File: src/rtl/tic_pkg.sv
package tic_pkg;

  typedef enum logic [1:0] {
    FLT_NONE   = 2'd0,
    FLT_TIMING = 2'd1,
    FLT_WRONG  = 2'd2,
    FLT_LATE   = 2'd3
  } fault_e;

  typedef enum logic [2:0] {
    ST_IDLE = 3'd0,
    ST_STRB = 3'd1,
    ST_WDW  = 3'd2,
    ST_ACKW = 3'd3,
    ST_HALT = 3'd4
  } state_e;

endpackage

File: src/rtl/tic_seq.sv
module tic_seq
  import tic_pkg::*;
#(
  parameter int N_IN        = 4,
  parameter int N_OUT       = 4,
  parameter int STROBE_CYC  = 20,
  parameter int WIN_CYC     = 8,
  parameter int WD_WAIT_MAX = 64,
  parameter int CNT_W       = 5
) (
  input  logic             clk,
  input  logic             rst_n,
  input  logic             start,
  input  logic             reinit,
  input  logic [N_IN-1:0]  pattern,
  input  logic [N_OUT-1:0] expected,
  input  logic             req_s,
  input  logic             ok_s,
  input  logic             hit_early,
  input  logic             hit_late,
  output logic             strb_on,
  output logic             clear_resp,
  output logic [CNT_W-1:0] idx,
  output logic [N_IN-1:0]  pat_q,
  output logic [N_OUT-1:0] exp_q,
  output logic             ack,
  output logic             busy,
  output logic             done,
  output logic             fault_any,
  output logic             fault_logic,
  output fault_e           fault_code
);
  localparam int TW = $clog2(WD_WAIT_MAX + 1);
  localparam logic [CNT_W-1:0] LAST = CNT_W'(STROBE_CYC - 1);
  localparam logic [TW-1:0]    TLIM = TW'(WD_WAIT_MAX - 1);

  state_e        state;
  logic [TW-1:0] wdt;

  assign strb_on    = (state == ST_STRB);
  assign busy       = (state == ST_STRB) || (state == ST_WDW) || (state == ST_ACKW);
  assign clear_resp = (state == ST_IDLE) && start;

  function automatic fault_e verdict(input logic okv, input logic he, input logic hl);
    if (!okv)    return FLT_TIMING;
    else if (he) return FLT_NONE;
    else if (hl) return FLT_LATE;
    else         return FLT_WRONG;
  endfunction

  always_ff @(posedge clk or negedge rst_n) begin
    if (!rst_n) begin
      state       <= ST_IDLE;
      idx         <= '0;
      wdt         <= '0;
      pat_q       <= '0;
      exp_q       <= '0;
      ack         <= 1'b0;
      done        <= 1'b0;
      fault_any   <= 1'b0;
      fault_logic <= 1'b0;
      fault_code  <= FLT_NONE;
    end else begin
      done <= 1'b0;
      unique case (state)
        ST_IDLE: begin
          if (start) begin
            pat_q <= pattern;
            exp_q <= expected;
            idx   <= '0;
            state <= ST_STRB;
          end
        end
        ST_STRB: begin
          idx <= idx + 1'b1;
          if (idx == LAST) begin
            wdt   <= '0;
            state <= ST_WDW;
          end
        end
        ST_WDW: begin
          wdt <= wdt + 1'b1;
          if (req_s) begin
            ack   <= 1'b1;
            state <= ST_ACKW;
          end else if (wdt == TLIM) begin
            fault_any  <= 1'b1;
            fault_code <= FLT_TIMING;
            state      <= ST_HALT;
          end
        end
        ST_ACKW: begin
          wdt <= wdt + 1'b1;
          if (!req_s) begin
            ack <= 1'b0;
            if (verdict(ok_s, hit_early, hit_late) == FLT_NONE) begin
              done  <= 1'b1;
              state <= ST_IDLE;
            end else begin
              fault_any   <= 1'b1;
              fault_code  <= verdict(ok_s, hit_early, hit_late);
              fault_logic <= (verdict(ok_s, hit_early, hit_late) != FLT_TIMING);
              state       <= ST_HALT;
            end
          end else if (wdt == TLIM) begin
            ack        <= 1'b0;
            fault_any  <= 1'b1;
            fault_code <= FLT_TIMING;
            state      <= ST_HALT;
          end
        end
        ST_HALT: begin
          if (reinit) begin
            fault_any   <= 1'b0;
            fault_logic <= 1'b0;
            fault_code  <= FLT_NONE;
            state       <= ST_IDLE;
          end
        end
        default: state <= ST_IDLE;
      endcase
    end
  end

  AST_FAULT_HELD: assert property (@(posedge clk) disable iff (!rst_n)
    (fault_any && !reinit) |=> fault_any);
  AST_CODE_STABLE: assert property (@(posedge clk) disable iff (!rst_n)
    (fault_any && !reinit) |=> $stable(fault_code));
  AST_NO_STROBE_FAULTED: assert property (@(posedge clk) disable iff (!rst_n)
    fault_any |=> !strb_on);
  AST_LOGIC_CODE: assert property (@(posedge clk) disable iff (!rst_n)
    fault_logic |-> (fault_code == FLT_WRONG || fault_code == FLT_LATE));
  AST_ACK_ANSWERS: assert property (@(posedge clk) disable iff (!rst_n)
    $rose(ack) |-> $past(req_s));
  AST_DONE_CLEAN: assert property (@(posedge clk) disable iff (!rst_n)
    done |-> !fault_any);
endmodule

File: config.mk
export PLATFORM = sky130hd
export DESIGN_NAME = tic_seq
export DESIGN_NICKNAME = d
export VERILOG_FILES = /design/src/rtl/tic_pkg.sv /design/src/rtl/tic_seq.sv
export SDC_FILE = /design/constraint.sdc
export NUM_CORES = 1
export LEC_CHECK = 0
export ABC_AREA = 1
export CAP_MARGIN = 25
export CELL_PAD_IN_SITES_DETAIL_PLACEMENT = 1
export CELL_PAD_IN_SITES_GLOBAL_PLACEMENT = 2
export CORE_ASPECT_RATIO = 1.75
export CORE_MARGIN = 2
export CORE_UTILIZATION = 25
export CTS_CLUSTER_DIAMETER = 120
export DETAILED_ROUTE_END_ITERATION = 16
export PLACE_DENSITY = 0.83
export SYNTH_ARGS = -nofsm -noshare
export SYNTH_HDL_FRONTEND = slang
export SYNTH_SLANG_ARGS = --single-unit
File: constraint.sdc
create_clock -name clk -period 1.74 [get_ports clk]
set_input_delay 0.261 -clock clk [delete_from_list [all_inputs] [get_ports clk]]
set_output_delay 0.261 -clock clk [all_outputs]
set_load 0.02 [all_outputs]
==> run metrics <==
root buffer cell=clkbuf_8; syn nets=206; Final ANT Viol Nets=0; register area=726 um^2; DR vias=1429; CORE AREA=5830 um^2; dpl ws=-0.0840 ns; fin util=36.3%; Lkg Pwr=1.04 nW; Total GRT Usage=13.3%; ANT cells=0; post-DR wirelength/cell=12.4 um; die area=6660 um^2; final setup vio count=0; Yosys top cell area share=48.4%; Die Width=62.6 um; Worst VDD drop=0.714 mV; critical path fanouts, max=3; fin nets=258; top cells by count, synth=nand2_1 (61), dfrtp_1 (29), nand3_1 (23); WP data arrival=1.41 ns; vias in the first global route=1517; # port buffers=37; max-cap viol count=0; asr flop ratio synth=100%; Final period util=96.2%; Post-Syn Area per Cell=7.98 um^2; most common cell in the netlist=nand2_1; P&R area growth vs syn=41.0%; Hold WC Path Type=primary input to async pin; via density per instance=4.49; Post-Layout Cell Count=318; 1st-pass router iterations=2; status=completed; CP required=1.48 ns; H-tree levels=2; reg2reg path depth=6; #FFs+latches synth=29; distinct cell type count after synthesis=30; final hold vios=0; Worst-Skew Late Latency=0.28 ns; CTS tree=done; Setup Skew=0.00614 ns; DP HPWL=3160 um; Clock Tree Buf Depth=2; # IOs=38; fill cell count=742; CTS Hold Buffers Added=0; pin count of the biggest net entering global routing=30; layout cell share with drive strength beyond 1=14.2%; final worst setup slack=0.0668 ns; Num CTS Buffers=5; post-synthesis sequential area ratio=48.4%; kind of critical path=register to output port; actual slew at the worst max-slew pin=0.388 ns; 1st-iter DRT viols=14; DRC viols=0; max_slew headroom=74.1%; cell area after synthesis=1500 um^2; Worst setup SP type=register; DRT Wirelength=3940 um; initial antenna violation count=0; P per Cell Area=1680 nW/um^2; Max Fclk=598 MHz; row cnt=37; Clock transition at path regs=0.06 ns; Final min period=1.67 ns; max-slew violation count=0; Die Span Y=106 um; RSZ-0062 raised after global routing=false; Initial Util=25.7%; largest area contributor in the netlist=dfrtp_1; postcts setup bufs=0; GRT overflow=0; Main synth FF type=dfrtp_1; first-pass GRT wire length=7040 um; Ys Warns=0; element type at the critical path end=output port; Area contributors post-synth=dfrtp_1 (48%), nand2_1 (15%), nand3_1 (7.7%); CTS sink count=29; area occupied by multi-input gates=673 um^2; routability congestion estimate=0.742; Inst Count DP=311; number of synthesized flops with an enable pin=0; Syn Inst Count=188
-- placed cells by master (no fill, tap or decap), types with 2 or more instances in the layout --
cell type / Yosys / layout
inv_1: 19 / 19
clkdlybuf4s50_1: 0 / 34
ha_1: 2 / 2
nor2_2: 4 / 5
nand2_2: 2 / 3
dfrtp_1: 29 / 29
o21ai_0: 12 / 12
nand4_1: 2 / 2
nor2_1: 9 / 8
nand3_1: 23 / 23
dlygate4sd2_1: 0 / 2
a21oi_1: 4 / 4
nor2_4: 3 / 3
nand2_1: 61 / 60
buf_4: 0 / 10
clkbuf_8: 0 / 6
-- critical path: stages (launching register included) --
cell and delay [ns]:
dfrtp_1 0.40, buf_4 0.15, inv_1 0.13, nand3_4 0.10
inv_4 0.06, clkdlybuf4s15_1 0.29
-- per-layer routing --
metal,vias up,part of all wire (%),track usage [%]
met2,23,57,25.6
li1,705,-,-
met5,-,0,0
met1,695,38,13.8
met3,6,2.9,2.43
met4,0,2.1,5.71
-- kinds of logic (layout without fill, tap and decap cells) --
family                   count (synthesis)  count (layout)  synth area share [%]
adder cells (fa/ha/maj)                  2               2                  1.67
buffers and inverters                   25              77                  7.09
flip-flops                              29              29                  48.4
AO/OA/AOI/OAI                           22              22                  8.26
XOR/XNOR                                 1               1                 0.584
AND/OR/NAND/NOR                        109             109                  34.0
-- through the flow --
stage	hold slack, ns	power (mW)	instance area [um^2]	setup TNS, ns
6_report	0.377	3.56	2120	0
5_1_grt	0.410	3.88	2120	0
4_1_cts	0.392	3.64	2110	0
3_5_place_dp	0.463	3.08	2030	-0.0840
3_3_place_gp	0.462	3.04	2030	-0.0742
2_1_floorplan	-0.0346	2.21	1500	0
-- state kept, by name, indices dropped and copies added (netlist names) --
signal / count
ack: 1
done: 1
exp_q: 4
fault_any: 1
fault_code: 2
fault_logic: 1
idx: 5
pat_q: 4
state: 3
wdt: 7
-- power by group --
part	internal, mW	leakage [nW]	total (mW)	switching [mW]
Clock	0.313	0.0443	0.557	0.244
Combinational	0.817	0.628	1.86	1.04
Sequential	0.946	0.372	1.15	0.205
-- path summary, 6_finish.rpt --
kind,start,to,slack (ns)
hold / removal,rst_n,done,0.38
min in group clk,fault_code[0],fault_code[0],0.47
setup / recovery,state[2],strb_on,0.07
max in group asynchronous,rst_n,exp_q[2],1.07
hold reg to reg,fault_code[0],fault_code[0],0.47
setup reg to reg,state[2],wdt[6],0.25
-- area by class of cell --
cell class                      instances  share of cell area (%)
Inverter                               23                    4.26
Sequential cell                        29                    34.3
Tap cell                               78                    4.61
Clock buffer                            7                    4.08
Multi-Input combinational cell        134                    31.8
Timing Repair Buffer                   47                    20.9
-- timing repair --
action	4_1_cts	5_1_grt
endpoints found under the setup margin	3	3
resized for setup	3	3
pin swaps	0	0
(Power assumes the default switching activity.)
